$ cat src/rtl/csw_pkg.sv
package csw_pkg;

    typedef enum logic [1:0] {
        RGN_NONE = 2'd0,
        RGN_RAM  = 2'd1,
        RGN_ROM  = 2'd2,
        RGN_PER  = 2'd3
    } rgn_e;

endpackage

$ cat src/rtl/csw_addr_decode.sv
module csw_addr_decode #(
    parameter int          AW        = 24,
    parameter logic [31:0] RAM_BASE  = 32'h0000_0000,
    parameter logic [31:0] RAM_BYTES = 32'h0000_8000,
    parameter logic [31:0] ROM_BASE  = 32'h00FC_0000,
    parameter logic [31:0] ROM_BYTES = 32'h0008_0000,
    parameter logic [31:0] PER_BASE  = 32'h0000_8000,
    parameter logic [31:0] PER_BYTES = 32'h0000_0100,
    parameter int          NPER      = 4
) (
    input  logic [AW-1:0]   addr,
    output csw_pkg::rgn_e   rgn,
    output logic [NPER-1:0] per_hit
);
    import csw_pkg::*;

    // all compares are done one bit wider than 32 so a window that runs
    // past the top of the address space simply clips there
    localparam logic [32:0] RAM_LO = 33'(RAM_BASE);
    localparam logic [32:0] RAM_HI = 33'(RAM_BASE) + 33'(RAM_BYTES);
    localparam logic [32:0] ROM_LO = 33'(ROM_BASE);
    localparam logic [32:0] ROM_HI = 33'(ROM_BASE) + 33'(ROM_BYTES);

    logic [32:0] a_ext;
    logic        ram_hit;
    logic        rom_hit;

    assign a_ext   = 33'(addr);
    assign ram_hit = (a_ext >= RAM_LO) && (a_ext < RAM_HI);
    assign rom_hit = (a_ext >= ROM_LO) && (a_ext < ROM_HI);

    for (genvar g = 0; g < NPER; g++) begin : g_win
        localparam logic [32:0] WLO = 33'(PER_BASE) + 33'(g) * 33'(PER_BYTES);
        localparam logic [32:0] WHI = WLO + 33'(PER_BYTES);
        assign per_hit[g] = (a_ext >= WLO) && (a_ext < WHI);
    end

    // fixed priority keeps the result unique even if windows overlap
    always_comb begin
        rgn = RGN_NONE;
        if (|per_hit) begin
            rgn = RGN_PER;
        end else if (ram_hit) begin
            rgn = RGN_RAM;
        end else if (rom_hit) begin
            rgn = RGN_ROM;
        end
    end

endmodule

$ cat src/rtl/csw_wait_cfg.sv
module csw_wait_cfg #(
    parameter int WAIT_W   = 2,
    parameter int WAIT_MAX = 3,
    parameter int WAIT_RST = 3
) (
    input  logic              clk,
    input  logic              rst_n,
    input  logic              cfg_we,
    input  logic [WAIT_W-1:0] cfg_wdata,
    output logic [WAIT_W-1:0] wait_cyc
);
    localparam logic [WAIT_W-1:0] W_MAX = WAIT_W'(WAIT_MAX);
    localparam logic [WAIT_W-1:0] W_RST = WAIT_W'(WAIT_RST);

    logic [WAIT_W-1:0] cfg_d, cfg_q;

    always_comb begin
        cfg_d = cfg_q;
        if (cfg_we && (cfg_wdata != '0) && (cfg_wdata <= W_MAX)) begin
            cfg_d = cfg_wdata;
        end
    end

    always_ff @(posedge clk or negedge rst_n) begin
        if (!rst_n) begin
            cfg_q <= W_RST;
        end else begin
            cfg_q <= cfg_d;
        end
    end

    assign wait_cyc = cfg_q;


    cfg_range_chk: assert property (@(posedge clk) disable iff (!rst_n)
        (cfg_q != '0) && (cfg_q <= W_MAX));


    cfg_zero_ignored_chk: assert property (@(posedge clk) disable iff (!rst_n)
        (cfg_we && cfg_wdata == '0) |=> $stable(cfg_q));

endmodule

$ cat src/rtl/csw_access_seq.sv
module csw_access_seq #(
    parameter int WAIT_W = 2,
    parameter int NPER   = 4
) (
    input  logic              clk,
    input  logic              rst_n,
    input  logic              acc_valid,
    input  logic              acc_rd,
    input  logic              acc_wr,
    input  csw_pkg::rgn_e     rgn_in,
    input  logic [NPER-1:0]   per_in,
    input  logic [WAIT_W-1:0] wait_cyc,
    output logic              busy,
    output logic              done,
    output csw_pkg::rgn_e     rgn_out,
    output logic [NPER-1:0]   per_out,
    output logic              rd_out,
    output logic              wr_out
);
    import csw_pkg::*;

    typedef struct packed {
        logic              active;
        logic [WAIT_W-1:0] cnt;
        rgn_e              rgn;
        logic [NPER-1:0]   per;
        logic              rd;
        logic              wr;
    } seq_t;

    localparam seq_t SEQ_IDLE = '{active: 1'b0, cnt: '0, rgn: RGN_NONE,
                                  per: '0, rd: 1'b0, wr: 1'b0};

    seq_t seq_d, seq_q;
    logic start;

    assign start = !seq_q.active && acc_valid;

    always_comb begin
        seq_d = seq_q;
        if (start) begin
            seq_d.active = 1'b1;
            seq_d.cnt    = wait_cyc;
            seq_d.rgn    = rgn_in;
            seq_d.per    = per_in;
            seq_d.rd     = acc_rd;
            seq_d.wr     = acc_wr && !acc_rd;
        end else if (seq_q.active) begin
            if (seq_q.cnt == '0) begin
                seq_d = SEQ_IDLE;
            end else begin
                seq_d.cnt = seq_q.cnt - 1'b1;
            end
        end
    end

    always_ff @(posedge clk or negedge rst_n) begin
        if (!rst_n) begin
            seq_q <= SEQ_IDLE;
        end else begin
            seq_q <= seq_d;
        end
    end

    assign busy    = seq_q.active;
    assign done    = seq_q.active && (seq_q.cnt == '0);
    assign rgn_out = seq_q.rgn;
    assign per_out = seq_q.per;
    assign rd_out  = seq_q.rd;
    assign wr_out  = seq_q.wr;


    start_wait_chk: assert property (@(posedge clk) disable iff (!rst_n)
        start |=> (busy && !done));


    hold_rgn_chk: assert property (@(posedge clk) disable iff (!rst_n)
        (busy && !done) |=> ($stable(rgn_out) && $stable(per_out)));

endmodule

$ cat src/rtl/csel_wait_ctrl.sv
module csel_wait_ctrl #(
    parameter int          AW        = 24,
    parameter int          DW        = 16,
    parameter int          NPER      = 4,
    parameter int          WAIT_W    = 2,
    parameter int          WAIT_MAX  = 3,
    parameter int          WAIT_RST  = 3,
    parameter logic [31:0] RAM_BASE  = 32'h0000_0000,
    parameter logic [31:0] RAM_BYTES = 32'h0000_8000,
    parameter logic [31:0] ROM_BASE  = 32'h00FC_0000,
    parameter logic [31:0] ROM_BYTES = 32'h0008_0000,
    parameter logic [31:0] PER_BASE  = 32'h0000_8000,
    parameter logic [31:0] PER_BYTES = 32'h0000_0100
) (
    input  logic              clk,
    input  logic              rst_n,
    input  logic              cfg_we,
    input  logic [WAIT_W-1:0] cfg_wdata,
    input  logic              acc_valid,
    input  logic [AW-1:0]     acc_addr,
    input  logic              acc_rd,
    input  logic              acc_wr,
    input  logic [DW-1:0]     mem_rdata,
    output logic [DW-1:0]     acc_rdata,
    output logic              acc_ready,
    output logic              ram_cs_n,
    output logic              rom_cs_n,
    output logic [NPER-1:0]   per_cs_n,
    output logic              rd_n,
    output logic              wr_n
);
    import csw_pkg::*;

    rgn_e              dec_rgn;
    logic [NPER-1:0]   dec_per;
    logic [WAIT_W-1:0] wait_cyc;
    logic              busy;
    logic              done;
    rgn_e              cur_rgn;
    logic [NPER-1:0]   cur_per;
    logic              cur_rd;
    logic              cur_wr;
    logic              mapped;

    csw_addr_decode #(
        .AW(AW), .RAM_BASE(RAM_BASE), .RAM_BYTES(RAM_BYTES),
        .ROM_BASE(ROM_BASE), .ROM_BYTES(ROM_BYTES),
        .PER_BASE(PER_BASE), .PER_BYTES(PER_BYTES), .NPER(NPER)
    ) u_dec (
        .addr    (acc_addr),
        .rgn     (dec_rgn),
        .per_hit (dec_per)
    );

    csw_wait_cfg #(
        .WAIT_W(WAIT_W), .WAIT_MAX(WAIT_MAX), .WAIT_RST(WAIT_RST)
    ) u_cfg (
        .clk       (clk),
        .rst_n     (rst_n),
        .cfg_we    (cfg_we),
        .cfg_wdata (cfg_wdata),
        .wait_cyc  (wait_cyc)
    );

    csw_access_seq #(
        .WAIT_W(WAIT_W), .NPER(NPER)
    ) u_seq (
        .clk       (clk),
        .rst_n     (rst_n),
        .acc_valid (acc_valid),
        .acc_rd    (acc_rd),
        .acc_wr    (acc_wr),
        .rgn_in    (dec_rgn),
        .per_in    (dec_per),
        .wait_cyc  (wait_cyc),
        .busy      (busy),
        .done      (done),
        .rgn_out   (cur_rgn),
        .per_out   (cur_per),
        .rd_out    (cur_rd),
        .wr_out    (cur_wr)
    );

    assign mapped    = busy && (cur_rgn != RGN_NONE);
    assign ram_cs_n  = !(busy && cur_rgn == RGN_RAM);
    assign rom_cs_n  = !(busy && cur_rgn == RGN_ROM);
    assign per_cs_n  = ~((busy && cur_rgn == RGN_PER) ? cur_per : '0);
    assign rd_n      = !(mapped && cur_rd);
    assign wr_n      = !(mapped && cur_wr);
    assign acc_ready = done;
    assign acc_rdata = mapped ? mem_rdata : '1;


    cs_onehot_chk: assert property (@(posedge clk) disable iff (!rst_n)
        $onehot0({~ram_cs_n, ~rom_cs_n, ~per_cs_n}));


    ready_pulse_chk: assert property (@(posedge clk) disable iff (!rst_n)
        acc_ready |=> !acc_ready);


    release_after_ready_chk: assert property (@(posedge clk) disable iff (!rst_n)
        acc_ready |=> (ram_cs_n && rom_cs_n && (&per_cs_n) && rd_n && wr_n));


    strobe_needs_sel_chk: assert property (@(posedge clk) disable iff (!rst_n)
        (!rd_n || !wr_n) |-> (!ram_cs_n || !rom_cs_n || !(&per_cs_n)));


    rd_wr_excl_chk: assert property (@(posedge clk) disable iff (!rst_n)
        !(!rd_n && !wr_n));

endmodule

$ cat config.mk
export PLATFORM = sky130hd
export DESIGN_NAME = csel_wait_ctrl
export DESIGN_NICKNAME = d
export VERILOG_FILES = /design/src/rtl/csw_pkg.sv /design/src/rtl/csw_addr_decode.sv /design/src/rtl/csw_wait_cfg.sv /design/src/rtl/csw_access_seq.sv /design/src/rtl/csel_wait_ctrl.sv
export SDC_FILE = /design/constraint.sdc
export NUM_CORES = 1
export LEC_CHECK = 0
export BUFFER_PORTS_ARGS = -buffer_cell sky130_fd_sc_hd__buf_2
export CAP_MARGIN = 5
export CORE_MARGIN = 4
export CORE_UTILIZATION = 37
export CTS_CLUSTER_SIZE = 40
export DETAILED_ROUTE_END_ITERATION = 16
export HOLD_SLACK_MARGIN = 0.1
export PLACE_DENSITY_LB_ADDON = 0.08
export REMOVE_ABC_BUFFERS = 1
export SLEW_MARGIN = 20
export SYNTH_ARGS = -nofsm -noshare
export SYNTH_HDL_FRONTEND = slang
export SYNTH_SLANG_ARGS = --single-unit
$ cat constraint.sdc
create_clock -name clk -period 1.78 [get_ports clk]
set_input_delay 0.178 -clock clk [delete_from_list [all_inputs] [get_ports clk]]
set_output_delay 0.178 -clock clk [all_outputs]
set_load 0.01 [all_outputs]
Yosys cells after proc, flatten, opt, wreduce, memory -nomap -nowiden --
Cells that the tools add are included.
Word-level totals: output and inout port bits 25, flip-flop bits (word level) 13, input port bits 48, logic and storage cells 65
Operators by class: multiplexer cells 10, add/subtract/negate cells 1, bitwise operators 1, reduce and logical (&&, ||, !) cells 30, order comparisons 13, eq/ne operators 3
Operators with widths (number):
- $lt 24x16->1 const B | 5
- $ge 24x16->1 const B | 4
- $lt 24x25->1 const B | 1
- $ge 24x1->1 const B | 1
- $ge 24x24->1 const B | 1
- $mux 11 | 2
- $logic_and 1x1->1 | 17
- $mux 16 | 1
- $mux 2 | 4
- $mux 8 | 1
- $reduce_bool 2->1 | 4
- $logic_not 1->1 | 6
- $eq 2x2->1 const B | 2
- $mux 4 | 1
- $not 4->4 | 1
- $reduce_or 4->1 | 1
- $eq 2x1->1 const B | 1
- $le 2x2->1 const B | 1
- $logic_not 2->1 | 1
- $reduce_and 2->1 | 1
- $sub 2x1->2 const B | 1
- $mux 1 | 1

Longest topological paths before layout --
Gate-level depths: netlist of run 1.
word-level depth 6, mapped depth 4, gate-level depth less buffers 3

Cells and area by module --
A second synthesis of run 1 with hierarchy kept.
Second synthesis, totals: cells, all modules 103, area total of the unflattened synthesis 928.4 um^2
By module, submodules not included:
- csw_access_seq | cells an instance 54, area an instance 560.5 um^2, sequential area each 275.3 um^2, times used 1
- csel_wait_ctrl | cells an instance 27, area an instance 175.2 um^2, sequential area each 0.0 um^2, times used 1
- csw_addr_decode | cells an instance 16, area an instance 115.1 um^2, sequential area each 0.0 um^2, times used 1
- csw_wait_cfg | cells an instance 6, area an instance 77.6 um^2, sequential area each 52.6 um^2, times used 1

Worst setup path after synthesis of run 1 --
No wires, ideal clock.
path kind flip-flop to flip-flop, start point reg u_seq.seq_q[8] in the netlist's numbering, end point reg u_seq.seq_q (netlist bit u_seq.rgn_out[0]), stages on the path, launching flop included 4, setup time 0.122 ns, required time 1.658 ns, period minus slack after synthesis 1.241 ns, slack 0.539 ns, arrival time 1.119 ns, path through dfrtp_1 -> or3b_1 -> buf_4 -> a32o_1
On the way: cells in the longest elaborated chain, start to end 3
Ends and longest elaborated chain:
- start: declaration | line csw_access_seq.sv:34 | seq_t seq_d, seq_q;
- start signal: assignment | line csw_access_seq.sv:61 | seq_q <= seq_d;
- $logic_not 2->1 | line csw_access_seq.sv:49 | if (seq_q.cnt == '0) begin
- $reduce_bool 2->1 (no source line)
- $reduce_and 2->1 (no source line)
No other way between the ends. A chain may end at the register's enable or synchronous reset.

Worst setup path after layout of run 1 --
start point reg u_seq.seq_q (netlist bit u_seq.busy), end point out acc_ready
On the way: cells in the longest elaborated chain, start to end 1
Ends and longest elaborated chain:
- $logic_and 1x1->1 | line csw_access_seq.sv:66 | assign done = seq_q.active && (seq_q.cnt == '0);
- end: declaration | line csel_wait_ctrl.sv:25 | output logic acc_ready,
No other way between the ends.

==> reports/metrics.yaml, run 1 <==
rsz0062_at_grt: "false"
fp-row-count: 17
grt-ovfl-total: 0
post_drt_wl_per_cell_um: 12.36
grt_max_degree: 19
place_hpwl_um: 1934
synth_seq_area_share_pct: 38.53
ys_types: 30
maxSlewHeadroom_pct: 76.15
tightest_slew_ps: 355.1
worst_setup_path_start_kind: "flop"
cts_tree: "done"
cts.sinks: 13
status: "finished clean"
yosysWarnings: 0
critPathKind: "flop to output port"
start_util_pct: 38.83
power_mw: 1.144
fin_crit_ps: 1607
skew_ps: 7.484
synthArstFlopShare_pct: 100.0
drcViolationCount: 0
ir_worst_vdd_mv: 0.5672
fmax_ghz: 0.6224
synth_edf_count: 0
die-area_um2: 3131
arrival_ps: 1430
first_pass_iters: 4
required_ps: 1600
postSynthAreaPerCell_um2: 9.051
die_w_um: 55.96
grt_pass1_wl_um: 3960
dr_total_vias: 924
drt_iter0_drc: 28
antenna_found_initial: 0
finalMaxSlewViolations: 0
fin_crit_sh_pct: 90.27
core_um2: 2191
cts_buffer_depth: 2
clk_latency_ps: 280
endpoint_kind: "output port"
powerDensity_nw_per_um2: 930.2
gp_congestion: 0.7220
io-pin-count: 73
via_per_inst: 4.915
cp_max_fo: 9
preCtsSetupSlack_ps: 372.4
clk_pin_slew_ps: 80
drive_gt1_share_pct: 48.13
cts_made_buffers: 3
mostFrequentLayoutCells: "buf_2 (64), nand2b_1 (17), nand2_1 (16)"
die_h_um: 55.96
track_usage_pct: 15.67
ys_ff_latch: 13
synthFlopType: "dfrtp_1"
setup_slack_ps: 173.3
io_buffers: 64
cap_violations: 0
tns_ps: 0
insertedDiodeCount: 0
grt_pass1_vias: 915
area_growth_pct: 44.56
final_nets: 209
synth_area_um2: 850.8
postRouteAntennaNets: 0
leakagePower_nw: 0.5907
holdCritPathClass: "input pin to flop"
htree_num_levels: 1
routed_wirelength_um: 2324
postCtsSetupBuffers: 0
syn-instance-count: 94
final-hold-violation-count: 0
final_common_cell: "buf_2"
root_buffer: "clkbuf_4"
setup_viol: 0
fillCellCount: 209
==> metrics by stage <==
stage	cells	hold slack, ps	cell area [um2]	utilization, %
floorplan	90	-117.6	827.0	-
detailed placement	183	81.76	1190	54.31
CTS	188	101.7	1226	55.97
finish	188	112.4	1230	56.14
global route	188	121.3	1230	56.14
global placement	183	84.02	1190	54.31
==> where the power goes <==
| part | total, mW | internal (mW) | switching [mW] |
|---|---|---|---|
| Combinational | 0.537 | 0.235 | 0.302 |
| Sequential | 0.426 | 0.363 | 0.0621 |
| Clock | 0.181 | 0.0869 | 0.0945 |
| Total | 1.14 | 0.685 | 0.459 |
==> per-layer routing <==
metal,track usage (%),routed length [um],vias up
met4,4.068,21,0
met3,5.336,199,2
li1,-,-,462
met5,0,0,-
met1,19.57,958,423
met2,25.84,1144,37
==> logic make-up (layout without fill, tap and decap cells) <==
group / Yosys count / in the layout / share of synthesized area [%]
flip-flops: 13 / 13 / 38.53
AO/OA/AOI/OAI: 14 / 14 / 9.853
multiplexers: 2 / 2 / 2.353
AND/OR/NAND/NOR: 60 / 60 / 46.03
buffers and inverters: 5 / 71 / 3.233
==> sequential cells by signal (all words and copies together), names as in the netlist <==
register        cells
u_seq.rgn_out       2
u_seq.rd_out        1
u_seq.seq_q         2
u_cfg.wait_cyc      2
u_seq.busy          1
u_seq.wr_out        1
u_seq.per_out       4
==> path summary, 6_finish.rpt <==
| path | end | startpoint | cells past startpoint | slack [ps] |
|---|---|---|---|---|
| setup / recovery | acc_ready | u_seq.busy$_DFF_PN0_ | 3 | 170 |
| hold / removal | u_seq.rd_out$_DFFE_PN0P_ | acc_rd | 3 | 110 |
| setup reg to reg | u_seq.rgn_out[0]$_DFFE_PN0P_ | u_seq.busy$_DFF_PN0_ | 3 | 470 |
| hold reg to reg | u_cfg.wait_cyc[0]$_DFFE_PN1P_ | u_cfg.wait_cyc[0]$_DFFE_PN1P_ | 2 | 470 |
| max in group asynchronous | u_cfg.wait_cyc[1]$_DFFE_PN1P_ | rst_n | 2 | 1180 |
| min in group asynchronous | u_seq.busy$_DFF_PN0_ | rst_n | 2 | 310 |
==> worst max-delay path, stage by stage (launching register included) <==
cell	delay, ps
dfrtp_1	450
or3b_4	470
inv_1	90
buf_2	130
==> what timing repair did <==
action,in CTS,in global routing
endpoints found under the setup margin,0,19
hold buffers,1,0
resized for setup,0,2
endpoints found under the hold margin,13,0
==> area by class of cell <==
type                    count  area (um2)  share of cell area, %
multi-input cells          76       499.2                  40.59
well taps                  28       35.03                  2.848
repair buffers             66       337.8                  27.47
inverters                   1       3.754                 0.3052
flip-flops and latches     13       327.8                  26.65
clock buffers               4       26.28                  2.136
==> synth_stat cells (2+ instances only) <==
master	number	area share [%]
o21a_1	2	1.8
nand3_1	7	4.1
and3_1	2	1.5
dfstp_2	2	6.2
dfrtp_1	11	32
nand2_1	16	7.1
nor4_4	2	5.0
nand2b_1	17	12
a21oi_1	2	1.2
mux2i_1	2	2.4
o21ai_1	5	2.9
nor2_1	3	1.3
nand3b_1	4	3.5
o21ai_0	2	1.2
buf_4	2	1.8
No activity file was read; power rests on OpenSTA's default activity.
==> inputs of run 2 (changes only) <==
- PLACE_DENSITY: default -> 0.76
- PLACE_DENSITY_LB_ADDON: 0.08 -> default
==> reports/metrics.yaml, run 2 (synthesized netlist as in run 1, its figures left out) <==
rr_endpoint: "u_seq.rgn_out[0]$_DFFE_PN0P_"
crit_chain: "or3b_4 > inv_1 > buf_2"
r2r_slack_ps: 470  # about the same
maxSlewHeadroom_pct: 77.82  # +1.7 points
dr_total_vias: 949  # +2.7%
die_h_um: 55.96  # unchanged
skew_ps: 4.842  # -2.642 ps
via_per_inst: 5.075  # +3.3%
postRouteAntennaNets: 0  # unchanged
htree_num_levels: 1  # unchanged
grt_max_degree: 19  # unchanged
cts_made_buffers: 3  # unchanged
rsz0062_at_grt: "false"
status: "finished clean"
arrival_ps: 1430  # about the same
cts_tree: "done"
drive_gt1_share_pct: 48.43  # +0.30 points
cts.sinks: 13  # unchanged
setup_viol: 0  # unchanged
critPathKind: "flop to output port"
finalMaxSlewViolations: 0  # unchanged
grt_pass1_wl_um: 4077  # +3.0%
final_common_cell: "buf_2"
die_w_um: 55.96  # unchanged
insertedDiodeCount: 0  # unchanged
leakagePower_nw: 0.5849  # -0.97%
endpoint_kind: "output port"
cts_buffer_depth: 2  # unchanged
io-pin-count: 73  # unchanged
fmax_ghz: 0.6221  # about the same
ir_worst_vdd_mv: 0.6628  # +17%
final_nets: 208  # -0.48%
track_usage_pct: 16.21  # +0.54 points
fin_crit_sh_pct: 90.31  # about the same
fp-row-count: 17  # unchanged
post_drt_wl_per_cell_um: 12.39  # +0.23%
min-delay-start: "cfg_wdata[1]"
first_pass_iters: 4  # unchanged
die-area_um2: 3131  # unchanged
drt_iter0_drc: 23  # -18%
grt-ovfl-total: 0  # unchanged
min_to: "u_cfg.wait_cyc[1]$_DFFE_PN1P_"
fin_crit_ps: 1607  # +0.7620 ps
area_growth_pct: 43.82
clk_latency_ps: 270  # about the same
place_hpwl_um: 1979  # +2.3%
worst_setup_path_start_kind: "flop"
core_um2: 2191  # unchanged
largest_reg_flops: 4  # unchanged
whs_path_depth: 3  # unchanged
final-hold-violation-count: 0  # unchanged
slowest_delay_ps: 470  # about the same
fillCellCount: 199  # -4.8%
rr_worst_depth: 2  # -1
holdCritPathClass: "input pin to flop"
powerDensity_nw_per_um2: 920.2  # -1.1%
routed_wirelength_um: 2317  # -0.30%
antenna_found_initial: 0  # unchanged
preCtsSetupSlack_ps: 258.5  # -113.9 ps
critPathSlowestCell: "dfrtp_2"
postCtsSetupBuffers: 0  # unchanged
io_buffers: 64  # unchanged
grt_pass1_vias: 914  # -0.11%
required_ps: 1600  # about the same
gp_congestion: 0.7923  # +9.7%
setup_slack_ps: 172.5  # -0.7620 ps
drcViolationCount: 0  # unchanged
r2r-start: "u_seq.busy$_DFF_PN0_"
tightest_slew_ps: 330.2  # -24.86 ps
root_buffer: "clkbuf_4"
clk_pin_slew_ps: 80  # about the same
cp_max_fo: 13  # +4
mostFrequentLayoutCells: "buf_2 (64), nand2b_1 (17), nand2_1 (16)"
start_util_pct: 38.83  # unchanged
cap_violations: 0  # unchanged
tns_ps: 0  # unchanged
==> run 2: cell count changes in the layout (fill, tap and decap cells not counted) <==
cell and change:
dfrtp_1 -1, dfrtp_2 +1, buf_4 -1
==> run 2: final cells by class <==
cell class / instances / area (um2) / area share (%)
tap: 28 / 35.03 / 2.863
clock buffer: 4 / 26.28 / 2.147
multi-input combinational: 76 / 499.2 / 40.80
inverter: 1 / 3.754 / 0.3067
sequential: 13 / 329.1 / 26.89
timing repair buffer: 65 / 330.3 / 26.99
==> run 2: how the worst max path moves through the flow <==
stage	from	to	cells after the start
2_1_floorplan	u_seq.busy$_DFF_PN0_	u_seq.rgn_out[0]$_DFFE_PN0P_	2
6_report	u_seq.busy$_DFF_PN0_	acc_ready	3
3_5_place_dp	u_seq.busy$_DFF_PN0_	acc_rdata[3]	3
4_1_cts	u_seq.busy$_DFF_PN0_	acc_ready	3
5_1_grt	u_seq.busy$_DFF_PN0_	acc_ready	3
3_3_place_gp	u_seq.busy$_DFF_PN0_	acc_rdata[3]	3
==> run 2: layer usage <==
layer / routed length (um) / GRT usage (%)
met1: 906 / 17.45
met2: 1027 / 27.87
met3: 341 / 6.497
met4: 41 / 7.119
met5: 0 / 0
==> run 2: per-stage QoR <==
stage          hold slack, ps  total power, mW  cells  util, %  area (um2)
6_report                105.4            1.126    187    55.85        1224
5_1_grt                 117.5            1.230    187    55.85        1224
4_1_cts                 100.5            1.126    187    55.74        1221
3_5_place_dp            84.39           0.9359    182    53.97        1182
3_3_place_gp            73.63           0.9167    182    53.97        1182
2_1_floorplan          -117.6           0.7122     90        -       827.0
==> run 2: critical path: cells and delay by family (launching register included) <==
kind / cells / cell delay (ps)
flops: 1 / 470
simple gates: 1 / 470
buf+inv: 2 / 220
==> run 2: power by group <==
part / switching [mW] / internal, mW / total [mW]
Clock: 0.0930 / 0.0869 / 0.180
Sequential: 0.0742 / 0.366 / 0.440
Combinational: 0.286 / 0.221 / 0.506
==> run 2: what timing repair did <==
action | 4_1_cts | 5_1_grt
pin swaps | 0 | 0
endpoints found under the setup margin | 19 | 1
resized for setup | 2 | 1
endpoints found under the hold margin | 13 | 0
hold buffers | 1 | 0
==> inputs of run 3 (changes only) <==
- CORE_UTILIZATION: 37 -> 39
- PLACE_DENSITY: 0.76 -> 0.77
- SYNTH_HIERARCHICAL: default -> 1
==> reports/metrics.yaml, run 3 <==
tightest_slew_ps: 572.5  # +242.3 ps
syn-instance-count: 103  # +9.6%
io_buffers: 64  # unchanged
gr-usage-met1_pct: 17.67  # +0.22 points
yosysWarnings: 6  # +6
place_hpwl_um: 1977  # about the same
leakagePower_nw: 0.5335  # -8.8%
synth_seq_area_share_pct: 35.31  # -3.2 points
critPathKind: "flop to output port"
clk_pin_slew_ps: 80  # about the same
yosysMostFrequentCell: "nand2b_1"
htree_num_levels: 1  # unchanged
synth_area_um2: 928.4  # +9.1%
drt_iter0_drc: 28  # +22%
power_uw: 930.7  # -17%
gp_congestion: 0.7792  # -1.7%
worst_setup_path_start_kind: "flop"
root_buffer: "clkbuf_4"
fmax_ghz: 0.5946  # -4.4%
post_drt_wl_per_cell_um: 13.07  # +5.5%
clk_latency_ps: 270  # about the same
largest_reg_flops: 4  # unchanged
slowest_delay_ps: 550  # +80 ps
grt_pass1_vias: 905  # -0.98%
synthSimpleGateAreaFrac_pct: 39.49  # -6.5 points
cp_num_buf_inv: 1  # -1
synthTopCellsByCount: "nand2b_1 (14), dfrtp_1 (11), nand2_1 (11), nand3b_1 (9)"
post-place-cells: 186  # +2.2%
start_util_pct: 41.57  # +2.7 points
core_um2: 2233  # +1.9%
track_usage_pct: 15.29  # -0.91 points
final_nets: 212  # +1.9%
cts_buffer_depth: 2  # unchanged
fillCellCount: 202  # +1.5%
drcViolationCount: 0  # unchanged
ys_ff_latch: 13  # unchanged
endpoint_kind: "output port"
ys_types: 30  # unchanged
drive_gt1_share_pct: 47.85  # -0.57 points
tns_ps: 0  # unchanged
critical_path.top_delay_family: "flip-flops"
holdCritPathClass: "input pin to flop"
synthFlopType: "dfrtp_1"
synth_top_cell_area_share_pct: 29.65  # -2.7 points
crit_chain: "nor3b_4 > buf_2"
postCtsSetupBuffers: 0  # unchanged
multi_input_area_um2: 500.5  # +0.25%
synthAdderAreaFrac_pct: 0  # unchanged
insertedDiodeCount: 0  # unchanged
critPathSlowestCell: "dfrtp_1"
postSynthAreaPerCell_um2: 9.013  # -0.42%
synth_edf_count: 0  # unchanged
grt_max_degree: 19  # unchanged
fin_crit_ps: 1682  # +74.28 ps
gr-usage-met2_pct: 27.39  # -0.48 points
cap_violations: 0  # unchanged
status: "finished clean"
skew_ps: 1.392  # -3.450 ps
place_area_um2: 1221  # +3.3%
ir_worst_vdd_mv: 0.6052  # -8.7%
grt_busiest_layer: "met2"
synthArstFlopShare_pct: 100.0  # unchanged
synth_xor_area_share_pct: 0  # unchanged
mostFrequentLayoutCells: "buf_2 (64), nand2b_1 (14), nand2_1 (11), dfrtp_1 (11), nand3b_1 (9)"
final_common_cell: "buf_2"
synth-compound-area-share_pct: 12.26  # +2.4 points
io-pin-count: 73  # unchanged
finalMaxSlewViolations: 0  # unchanged
postRouteAntennaNets: 0  # unchanged
setup_viol: 0  # unchanged
fin_crit_sh_pct: 94.48  # +4.2 points
die-area_um2: 3225  # +3.0%
area_growth_pct: 35.45
synth_top_family_by_area: "simple AND/OR/NAND/NOR gates"
regArea_um2: 327.8  # -0.38%
synth_area_leaders: "dfrtp_1 (30%), nand2b_1 (9.4%), nand3b_1 (7.3%)"
arrival_ps: 1500  # +70 ps
rsz0062_at_grt: "false"
final-hold-violation-count: 0  # unchanged
synth_mux_area_share_pct: 2.156  # -0.20 points
required_ps: 1600  # about the same
final_cells: 191  # +2.1%
cp_max_fo: 12  # -1
fp-row-count: 17  # unchanged
cts_made_buffers: 3  # unchanged
cts_tree: "done"
use_met3_pct: 4.368  # -2.1 points
powerDensity_nw_per_um2: 740.1  # -20%
finalInstanceArea_um2: 1257  # +2.8%
via_per_inst: 5.042  # -0.65%
die_h_um: 56.79  # +1.5%
die_w_um: 56.79  # +1.5%
maxSlewHeadroom_pct: 61.75  # -16 points
grt_pass1_wl_um: 3995  # -2.0%
antenna_found_initial: 0  # unchanged
cts.sinks: 13  # unchanged
grt-ovfl-total: 0  # unchanged
synth_top_area_cell: "dfrtp_1"
dr_total_vias: 963  # +1.5%
routed_wirelength_um: 2497  # +7.8%
first_pass_iters: 4  # unchanged
## run 3: cell types whose count changed after synthesis, moves of 5 or more
cell      change
nand3b_1      +5
nand2_1       -5
nand3_1       -6
inv_1         +7
o31ai_1       +7
## run 3: final timing paths
path | from | endpoint | slack, ps | cells past startpoint
min | cfg_wdata[1] | u_cfg/wait_cyc[1]$_DFFE_PN1P_ | 150 | 2
max | u_seq/busy$_DFF_PN0_ | acc_ready | 100 | 2
max in group asynchronous | rst_n | u_cfg/wait_cyc[1]$_DFFE_PN1P_ | 1170 | 2
max reg2reg | u_seq/busy$_DFF_PN0_ | u_seq/per_out[2]$_DFFE_PN0P_ | 310 | 3
min reg2reg | u_seq/rd_out$_DFFE_PN0P_ | u_seq/rd_out$_DFFE_PN0P_ | 540 | 2
min in group asynchronous | rst_n | u_seq/per_out[1]$_DFFE_PN0P_ | 330 | 2
## run 3: metal layers
metal	vias to the layer above	wire length (um)	share of wire (%)
met5	-	0	0
met4	0	10	0.40
met3	2	313	13
met2	54	1201	48
met1	434	971	39
li1	473	-	-
## run 3: final cells by class
class	instances	share of cell area, %
clock buffer	4	2.090
inverter	8	2.388
multi-input combinational	72	39.80
sequential	13	26.07
tap	28	2.786
timing repair buffer	66	26.87
## run 3: metrics by stage
stage	util [%]	hold WS (ps)	worst slack, ps
after floorplan	-	-117.6	548.2
after global placement	54.68	68.45	379.1
after detailed placement	54.68	87.08	344.9
after CTS	56.30	144.1	96.18
after global routing	56.30	149.0	4.656
final	56.30	147.5	98.23
## run 3: what timing repair did
action | in CTS | in global routing
hold buffers | 1 | 0
gates resized for setup | 0 | 0
endpoints found under the hold margin | 13 | 0
setup endpoints to repair | 0 | 0
## run 3: cell families after synthesis
family,after synthesis
compound gates,15
flops,13
mux,2
buf+inv,18
simple gates,55
## run 3: report_power, final
group	leakage (nW)	total [mW]	internal, mW	switching [mW]
clock network	0.0150	0.184	0.0866	0.0970
registers	0.169	0.432	0.353	0.0785
logic	0.350	0.315	0.159	0.156
